$ cat config.mk
export PLATFORM = sky130hd
export DESIGN_NAME = prio_intc
export DESIGN_NICKNAME = d
export VERILOG_FILES = /design/src/rtl/intc_pkg.sv /design/src/rtl/intc_ctrl.sv /design/src/rtl/intc_datapath.sv /design/src/rtl/prio_intc.sv
export SDC_FILE = /design/constraint.sdc
export NUM_CORES = 1
export LEC_CHECK = 0
export BUFFER_PORTS_ARGS = -buffer_cell sky130_fd_sc_hd__buf_2
export CORE_MARGIN = 1.5
export CORE_UTILIZATION = 35
export CTS_BUF_LIST = sky130_fd_sc_hd__clkbuf_4 sky130_fd_sc_hd__clkbuf_8
export DETAILED_ROUTE_END_ITERATION = 16
export MAX_ROUTING_LAYER = met4
export PLACE_DENSITY = 0.52
export RECOVER_POWER = 50
export SETUP_SLACK_MARGIN = 0.2
export SLEW_MARGIN = 5
export SYNTH_ARGS = -nofsm -noshare
export SYNTH_HDL_FRONTEND = slang
export SYNTH_SLANG_ARGS = --single-unit
$ cat constraint.sdc
create_clock -name clk -period 22.5 [get_ports clk]
set_input_delay 1.125 -clock clk [delete_from_list [all_inputs] [get_ports clk]]
set_output_delay 1.125 -clock clk [all_outputs]
set_load 0.05 [all_outputs]
$ cat src/rtl/intc_pkg.sv
package intc_pkg;
  localparam int ADDR_W = 5;
  localparam int DATA_W = 16;

  localparam logic [ADDR_W-1:0] ADDR_CTRL  = 5'd0;
  localparam logic [ADDR_W-1:0] ADDR_CUR   = 5'd1;
  localparam logic [ADDR_W-1:0] ADDR_ACK   = 5'd2;
  localparam logic [ADDR_W-1:0] ADDR_EOI   = 5'd3;
  localparam logic [ADDR_W-1:0] ADDR_SWSRC = 5'd4;
  localparam logic [ADDR_W-1:0] ADDR_PRIO  = 5'd16;

  // strobes from control to datapath
  typedef struct packed {
    logic ack;     // accepted acknowledge
    logic eoi;     // end-of-interrupt write
    logic latch;   // request will be high next cycle: capture winner
    logic wrSw;    // software source register write
    logic wrPrio;  // priority register window write
  } intcStrobes_t;
endpackage

$ cat src/rtl/intc_ctrl.sv
module intc_ctrl
  import intc_pkg::*;
(
  input  logic              clk,
  input  logic              rstN,
  input  logic              regRe,
  input  logic              regWe,
  input  logic [ADDR_W-1:0] regAddr,
  input  logic              ctrlBit,
  input  logic              hwAck,
  input  logic              above,
  output intcStrobes_t      strb,
  output logic              irqReq,
  output logic              hwMode
);
  logic hwModeQ, irqQ;
  logic swAckRd, hwAckOk;

  assign swAckRd = regRe && (regAddr == ADDR_ACK) && !hwModeQ;
  assign hwAckOk = hwAck && hwModeQ;

  always_comb begin
    strb        = '0;
    strb.ack    = irqQ && (swAckRd || hwAckOk);
    strb.eoi    = regWe && (regAddr == ADDR_EOI);
    strb.wrSw   = regWe && (regAddr == ADDR_SWSRC);
    strb.wrPrio = regWe && (regAddr >= ADDR_PRIO);
    strb.latch  = above && !strb.ack;
  end

  always_ff @(posedge clk or negedge rstN) begin
    if (!rstN) begin
      hwModeQ <= 1'b0;
      irqQ    <= 1'b0;
    end else begin
      if (regWe && (regAddr == ADDR_CTRL)) hwModeQ <= ctrlBit;
      irqQ <= strb.latch;
    end
  end

  assign irqReq = irqQ;
  assign hwMode = hwModeQ;

  // an accepted acknowledge always opens a gap in the request
  assert_req_gap_R4: assert property (@(posedge clk) disable iff (!rstN)
    strb.ack |=> !irqQ);

  // a request only rises after the datapath reported a winner above current
  assert_req_rise_R1: assert property (@(posedge clk) disable iff (!rstN)
    $rose(irqQ) |-> $past(above));
endmodule

$ cat src/rtl/intc_datapath.sv
module intc_datapath
  import intc_pkg::*;
#(
  parameter int NUM_PERIPH  = 4,
  parameter int NUM_SW      = 4,
  parameter int PRIO_W      = 4,
  parameter int STACK_DEPTH = 8,
  localparam int NUM_SRC    = NUM_PERIPH + NUM_SW,
  localparam int VEC_W      = $clog2(NUM_SRC)
) (
  input  logic                  clk,
  input  logic                  rstN,
  input  intcStrobes_t          strb,
  input  logic [NUM_PERIPH-1:0] periphIrq,
  input  logic [ADDR_W-1:0]     regAddr,
  input  logic [DATA_W-1:0]     regWdata,
  input  logic                  hwMode,
  output logic                  above,
  output logic [DATA_W-1:0]     regRdata,
  output logic [VEC_W-1:0]      vecOut
);
  localparam int CNT_W  = $clog2(STACK_DEPTH + 1);
  localparam int SP_W   = (STACK_DEPTH > 1) ? $clog2(STACK_DEPTH) : 1;
  localparam int USED_W = (PRIO_W > NUM_SW) ? PRIO_W : NUM_SW;

  logic [PRIO_W-1:0] prioQ [NUM_SRC];
  logic [PRIO_W-1:0] stackMem [STACK_DEPTH];
  logic [NUM_SW-1:0] swQ;
  logic [NUM_SRC-1:0] pending;
  logic [PRIO_W-1:0] curPrio, latPrio, winPrio;
  logic [VEC_W-1:0]  latVec, winVec;
  logic [CNT_W-1:0]  depthCnt;
  logic [SP_W-1:0]   pushIdx, popIdx;
  logic              unusedBits;

  assign unusedBits = ^regWdata[DATA_W-1:USED_W];
  assign pending    = {swQ, periphIrq};

  // priority registers, one per source
  for (genvar g = 0; g < NUM_SRC; g++) begin : gPrio
    always_ff @(posedge clk or negedge rstN) begin
      if (!rstN) prioQ[g] <= '0;
      else if (strb.wrPrio && (regAddr == ADDR_PRIO + ADDR_W'(g)))
        prioQ[g] <= regWdata[PRIO_W-1:0];
    end
  end

  // strict compare keeps the lowest index on ties
  always_comb begin
    winVec  = '0;
    winPrio = '0;
    for (int i = 0; i < NUM_SRC; i++) begin
      if (pending[i] && (prioQ[i] > winPrio)) begin
        winPrio = prioQ[i];
        winVec  = VEC_W'(i);
      end
    end
  end

  assign above   = winPrio > curPrio;
  assign pushIdx = SP_W'(depthCnt);
  assign popIdx  = SP_W'(depthCnt - CNT_W'(1));

  always_ff @(posedge clk or negedge rstN) begin
    if (!rstN) begin
      curPrio  <= '0;
      depthCnt <= '0;
      latPrio  <= '0;
      latVec   <= '0;
      swQ      <= '0;
    end else begin
      if (strb.ack && strb.eoi) begin
        curPrio <= latPrio;
      end else if (strb.ack) begin
        if (depthCnt < CNT_W'(STACK_DEPTH)) depthCnt <= depthCnt + CNT_W'(1);
        curPrio <= latPrio;
      end else if (strb.eoi) begin
        if (depthCnt != '0) begin
          curPrio  <= stackMem[popIdx];
          depthCnt <= depthCnt - CNT_W'(1);
        end else begin
          curPrio <= '0;
        end
      end
      if (strb.latch) begin
        latPrio <= winPrio;
        latVec  <= winVec;
      end
      if (strb.wrSw) swQ <= regWdata[NUM_SW-1:0];
    end
  end

  always_ff @(posedge clk) begin
    if (strb.ack && !strb.eoi && (depthCnt < CNT_W'(STACK_DEPTH)))
      stackMem[pushIdx] <= curPrio;
  end

  always_comb begin
    regRdata = '0;
    case (regAddr)
      ADDR_CTRL:  regRdata[0]          = hwMode;
      ADDR_CUR:   regRdata[PRIO_W-1:0] = curPrio;
      ADDR_ACK:   regRdata[VEC_W-1:0]  = latVec;
      ADDR_SWSRC: regRdata[NUM_SW-1:0] = swQ;
      default: begin
        for (int i = 0; i < NUM_SRC; i++)
          if (regAddr == ADDR_PRIO + ADDR_W'(i)) regRdata[PRIO_W-1:0] = prioQ[i];
      end
    endcase
  end

  assign vecOut = hwMode ? latVec : '0;

  assert_ack_push_R5: assert property (@(posedge clk) disable iff (!rstN)
    (strb.ack && !strb.eoi) |=> (curPrio == $past(latPrio)));

  assert_eoi_empty_R6: assert property (@(posedge clk) disable iff (!rstN)
    (strb.eoi && !strb.ack && depthCnt == '0) |=> (curPrio == '0));

  assert_collide_depth_R7: assert property (@(posedge clk) disable iff (!rstN)
    (strb.ack && strb.eoi) |=> (depthCnt == $past(depthCnt)));
endmodule

$ cat src/rtl/prio_intc.sv
module prio_intc
  import intc_pkg::*;
#(
  parameter int NUM_PERIPH  = 4,
  parameter int NUM_SW      = 4,
  parameter int PRIO_W      = 4,
  parameter int STACK_DEPTH = 8,
  localparam int VEC_W      = $clog2(NUM_PERIPH + NUM_SW)
) (
  input  logic                  clk,
  input  logic                  rstN,
  input  logic [NUM_PERIPH-1:0] periphIrq,
  input  logic                  regRe,
  input  logic                  regWe,
  input  logic [ADDR_W-1:0]     regAddr,
  input  logic [DATA_W-1:0]     regWdata,
  output logic [DATA_W-1:0]     regRdata,
  input  logic                  hwAck,
  output logic                  irqReq,
  output logic [VEC_W-1:0]      vecOut,
  output logic                  hwVecEn
);
  intcStrobes_t strb;
  logic above, hwMode;

  intc_ctrl u_ctrl (
    .clk(clk), .rstN(rstN), .regRe(regRe), .regWe(regWe), .regAddr(regAddr),
    .ctrlBit(regWdata[0]), .hwAck(hwAck), .above(above), .strb(strb),
    .irqReq(irqReq), .hwMode(hwMode)
  );

  intc_datapath #(
    .NUM_PERIPH(NUM_PERIPH), .NUM_SW(NUM_SW), .PRIO_W(PRIO_W), .STACK_DEPTH(STACK_DEPTH)
  ) u_dp (
    .clk(clk), .rstN(rstN), .strb(strb), .periphIrq(periphIrq), .regAddr(regAddr),
    .regWdata(regWdata), .hwMode(hwMode), .above(above), .regRdata(regRdata),
    .vecOut(vecOut)
  );

  assign hwVecEn = hwMode;
endmodule

# Word-level counts from Yosys, hierarchy flattened
# Memories as Yosys holds them, arrays and structs flattened.
# Cells that the tools add are included.
# totals
regBits	53
latchBits	0
mem_bits_rw	32
mem_bits_ro	0
inputBits	30
output_inout_bits	21
word_cells	119
memories	1
# classes
n_addsub	2
multipliers	0
div_mod_pow	0
n_lt_le_gt_ge	11
eq_ne	13
shifts	0
muxes	37
bitwise_logic	1
reduce_logical	39
# mem_list
name	words	width	rd	rd_clocked_by_memory_dff	wr	line_no	source
u_dp.stackMem	8	4	1	0	1	intc_datapath.sv:27	logic [PRIO_W-1:0] stackMem [STACK_DEPTH];
# op_table
op	count
4-bit 2-to-1 mux	24
5-bit == test (second input constant)	8
4-bit greater-than comparator	8
1-bit logical AND	28
3-bit 2-to-1 mux	5
5-bit by 2-bit == test with 1-bit output (second input constant)	2
2-bit case mux with 4 select lines	1
5-bit by 1-bit == test with 1-bit output (second input constant)	1
5-bit by 3-bit == test with 1-bit output (second input constant)	1
5-bit greater-or-equal comparator (second input constant)	1
5-bit zero test	1
4-bit by 1-bit adder with 4-bit output (second input constant)	1
4-bit by 1-bit greater-than comparator with 1-bit output (second input constant)	1
4-bit < comparator (second input constant)	1
2-bit 2-to-1 mux	2
1-bit case mux with 4 select lines	1
4-bit AND reduction	1
2-bit nonzero test	2
4-bit nonzero test	1
4-bit by 1-bit subtractor with 4-bit output (second input constant)	1
1-bit zero test	3
1-bit 2-to-1 mux	3
1-bit case mux with 3 select lines	1
3-bit nonzero test	1
4 further kinds	4

# Longest topological paths before layout
# depth
ltp_word	26
ltp_mapped	66
ltp_nobuf	64

# Cells and area by module
# From an unflattened synthesis, not the netlist that was laid out.
# unflattened
hier_cells	492
area_unflattened_um2	5331.4
# by_module_without_submodules
mod	instances	cells_per_inst	area_per_inst_um2	seq_area_each_um2
intc_datapath	1	478	5178.7	2237.1
intc_ctrl	1	14	152.6	50.0

# Worst setup path before layout
# OpenSTA, ideal clock, no wires.
# synth_timing
kind	input to register
from	input port periphIrq[0]
to	register u_dp.latPrio[0]
setup_time_ps	123
t_arrival_ps	12072
t_required_ps	22377
setup_slack_ps	10305
path_stages	57
path_buffers	3
path_cell_list	and2_1 -> inv_2 -> ha_1 -> nand4_1 -> nand2_1 -> a21oi_1 -> mux2_2 -> ha_1 -> inv_1 -> a21o_1 -> a311o_1 -> nand3_2 -> nor2_1 -> mux2i_1 -> ha_1 -> a21o_1 -> maj3_1 -> a21oi_1 -> (+21 left out) -> a21o_1 -> and2_1 -> a311oi_4 -> nor2_2 -> o31ai_2 -> ha_1 -> nand3_1 -> o22ai_1 -> o221ai_1 -> mux2i_1 -> ha_1 -> nor2b_1 -> o21a_1 -> o21a_1 -> o21ai_0 -> nor2_1 -> clkbuf_1 -> o221a_1
# synth_rtl
item	line_no	source
start, declared	prio_intc.sv:12	input logic [NUM_PERIPH-1:0] periphIrq,
end signal, assigned	intc_datapath.sv:86	latPrio <= winPrio;
end, declared	intc_datapath.sv:30	logic [PRIO_W-1:0] curPrio, latPrio, winPrio;

# Worst setup path in the final report
# layout_timing
from	input port periphIrq[0]
to	register u_dp.latVec[2]
# layout_between
elab_chain_cells	25
word_cells_on_any_way	29
classes_between	8 x order compare; 12 x mux; 9 x reduce/logical
# layout_lines
item	line_no	source
1-bit logical AND *	intc_datapath.sv:53	if (pending[i] && (prioQ[i] > winPrio)) begin
4-bit 2-to-1 mux *	intc_datapath.sv:53	
4-bit greater-than comparator	intc_datapath.sv:53	
1-bit logical AND	intc_datapath.sv:53	
4-bit 2-to-1 mux *	intc_datapath.sv:53	
4-bit greater-than comparator	intc_datapath.sv:53	
1-bit logical AND	intc_datapath.sv:53	
4-bit 2-to-1 mux *	intc_datapath.sv:53	
(+10 left out)	-	
1-bit logical AND	intc_datapath.sv:53	
4-bit 2-to-1 mux *	intc_datapath.sv:53	
4-bit greater-than comparator	intc_datapath.sv:53	
1-bit logical AND	intc_datapath.sv:53	
4-bit 2-to-1 mux *	intc_datapath.sv:53	
via u_dp.winPrio[1]	intc_datapath.sv:30	
4-bit greater-than comparator *	intc_datapath.sv:60	assign above = winPrio > curPrio;
1-bit logical AND *	intc_ctrl.sv:28	strb.latch = above && !strb.ack;
end signal, assigned	intc_datapath.sv:87	latVec <= winVec;
end, declared	intc_datapath.sv:31	logic [VEC_W-1:0] latVec, winVec;
# The timed path passes the listed nets; every way through them passes the cells marked *.
# A chain may end at the register's enable or synchronous reset.

==> summary.txt <==
Logic synthesis
  – Library cells used by synthesis: 78
  – Largest cells by area after synthesis: dfrtp_1 (24%), edfxtp_1 (17%), mux2_2 (6.9%)
  – Mean Syn Cell Area: 10.3 um^2
  – Ys Warns: 0
  – #FFs+latches synth: 85
  – Ys flop type: dfrtp_1
  – Number of flops mapped to enable cells by yosys: 32
  – Fraction of registers with async set/reset: just over 60%
  – Cells after Synth: 539
  – Share of the synthesized area in the top cell type: a little under a quarter
  – Cell Area, Synth: between 5000 and 6000 um^2
  – Largest area contributor in the netlist: dfrtp_1
  – Sequential share of the synthesized area: roughly two fifths

Power and ir drop
  – Maximum VDD drop: between 0.05 and 0.06 mV
  – Seq pwr share: between 30% and 40%
  – Clk pwr share: roughly 14%
  – Internal power: about 0.45 mW
  – PwrDens: approximately 140 nW/um^2
  – Leak pwr: about 2.5 nW
  – Switching share of total power: roughly 46%
  – Comb pwr share: between 50% and 60%
  – P_sw: between 0.3 and 0.4 mW

Cells and area
  – Area of the multi-input gates: roughly 3000 um^2
  – Leading cell type in the layout, fill and taps excluded: nand2_1
  – Cell area after layout: 6030 um^2
  – Fill cells: about 1,500
  – Layout cell share with drive strength beyond 1: 19.0%
  – Post-layout net count: between 600 and 700
  – Commonest cells after routing, fill and taps aside: nand2_1 (59), dfrtp_1 (53), nor2_1 (40)
  – Final core occ: just under 40%
  – Reg area: 2290 um^2
  – Antenna diodes: 0
  – Area grow syn2layout: 8.54%

Clock network
  – H-tree depth: 3
  – Setup Buffers After CTS: 0
  – Worst-skew pair later-pin latency: between 0.3 and 0.4 ns
  – Clock slew at reported path FFs: about 0.09 ns
  – CTS Buf Count: 9
  – CTS Root Cell: clkbuf_8
  – Cts repair resizes: 0
  – Clock buffer depth: 2
  – CTS tree: built
  – Clk sinks: 85
  – Post-CTS Hold Buffers: 0

Floorplan
  – Die Wd: 129 um
  – IO Count: 51
  – Die area: about 17,000 um^2
  – Rows: 45
  – Core Area: between 15,000 and 20,000 um^2
  – Die Y: ~130 um
  – Initial core utilization: ~36%

GRT
  – First-pass GRT wire length: between 20 and 25 mm
  – Grt total ovfl: 0
  – Vias in the first global route: 4,281
  – Initial antenna violation count: 0
  – Overall routing resource usage: between 10% and 20%
  – Largest net degree at the start of global routing: between 50 and 60

Route
  – Final antenna-violating net count: 0
  – Routed len/inst: 18.4 um
  – Via count: 4,209
  – Routed WL: roughly 14 mm
  – DR pass1 iterations: 5
  – Residual DRC: 0
  – Iteration-0 DRC Markers: a little under 400
  – DR vias/cell: 5.43

Timing
  – Fin crit period: ~14 ns
  – Fin crit share: 62.6%
  – Setup TNS: 0 ns
  – Final setup fails: 0
  – Final Max Slew Viols: 54
  – F_max: a little over 70 MHz
  – RSZ-0062 raised after global routing: false
  – Worst slew pin tran: 2.97 ns
  – Final hold viol count: 0
  – Clock skew: 0.0154 ns
  – Slew margin rel.: -98.2%

Outcome
  – Status: complete, but fails checks
  – Failing checks: max-capacitance violations, max-slew violations

Worst setup path
  – Worst Setup End Kind: flop
  – Data arrival time of the worst path: between 10 and 15 ns
  – Worst path slowest cell: o221ai_1
  – Required @ worst endpoint: 22.76 ns
  – CP Launch Type: input port
  – Worst-path fanout max: 12
  – CP peak stage delay: 0.68 ns
  – CP dominant cell by count: ha_1
  – Setup CP Type: in -> reg

Place
  – Dpl cell area: ~6000 um^2
  – Post-DP HPWL: around 11 mm
  – Port bufs: 26
  – Final Wtd Congestion: 0.837

Flow run
  – Number of max-cap violations: 1

Hold path
  – Type of the worst min-delay path: reg -> reg
==> sequential cells by signal (all words and copies together), names as in the netlist <==
register       count
u_dp.latPrio       4
u_dp.prioQ        32
u_ctrl.irqReq      1
u_dp.depthCnt      4
u_dp.swQ           4
u_dp.stackMem     32
u_dp.curPrio       4
u_dp.latVec        3
u_ctrl.hwMode      1
==> logic make-up after synthesis <==
kind of cell	count (synthesis)	share of synthesized area (%)
XOR/XNOR	8	1.26
buffers and inverters	62	5.16
multiplexers	59	13.7
flip-flops	85	41.2
AO/OA/AOI/OAI	127	17.6
AND/OR/NAND/NOR	167	14.4
other	1	0.0675
adder cells (fa/ha/maj)	30	6.71
==> routing by layer <==
metal	track usage, %	vias to the layer above	wire (um)
li1	-	2016	-
met1	26.8	2095	7210
met2	28.3	86	6440
met3	3.62	12	482
met4	4.76	0	163
met5	-	-	0
==> final timing paths <==
kind,from,end,slack [ns],cells after the start
min in group asynchronous,rstN,u_dp.prioQ[8],1.81,2
max in group asynchronous,rstN,u_dp.curPrio[1],19.00,2
min reg2reg,u_dp.depthCnt[3],u_dp.depthCnt[3],0.51,1
max reg2reg,u_dp.prioQ[30],u_dp.latVec[2],8.88,58
min,u_dp.depthCnt[3],u_dp.depthCnt[3],0.51,1
max,periphIrq[0],u_dp.latVec[2],8.41,59
==> synthesized netlist by cell type, types with 4 or more instances <==
library cell  count
nand2_1          59
dfrtp_1          53
nor2_1           40
mux2_2           34
inv_1            33
edfxtp_1         32
ha_1             29
o21ai_0          26
a21oi_1          21
mux2i_1          15
nand3_1          15
and2_1           13
buf_4            12
a21o_1           11
mux4_2           10
clkbuf_1          9
o211ai_1          8
o21a_1            6
buf_1             5
nand4_1           5
nor3_1            5
o2111ai_1         5
xnor2_1           5
a221oi_2          4
and3_1            4
o22ai_1           4
==> metrics by stage <==
| stage | hold slack (ns) | setup slack [ns] | instances | power, mW |
|---|---|---|---|---|
| floorplan | 0.467 | 10.31 | 550 | 0.606 |
| global placement | 0.491 | 8.38 | 760 | 0.701 |
| detailed placement | 0.491 | 8.13 | 760 | 0.716 |
| finish | 0.513 | 8.41 | 775 | 0.825 |
| CTS | 0.513 | 8.47 | 775 | 0.830 |
| global route | 0.539 | 7.27 | 775 | 0.895 |
==> worst max-delay path: cells and delay by family <==
family / cells / cell delay (ns)
compound gates: 23 / 5.09
fa+ha+maj: 9 / 2.76
buf+inv: 4 / 0.31
mux: 4 / 1.32
simple gates: 19 / 3.71
==> cell type report <==
type / instances / share of cell area, %
tap: 211 / 4.38
clock inverter: 6 / 1.20
timing repair buffer: 27 / 2.18
clock buffer: 9 / 2.06
inverter: 34 / 2.12
sequential: 85 / 37.9
multi-input combinational: 403 / 50.1
==> power groups by stage <==
stage          Sequential, mW  Combinational [mW]  Clock, mW
5_1_grt                 0.254               0.520      0.121
2_1_floorplan           0.230               0.376          0
4_1_cts                 0.247               0.468      0.115
6_report                0.247               0.466      0.111
3_5_place_dp            0.251               0.465          0
3_3_place_gp            0.249               0.452          0
(Power assumes the default switching activity.)
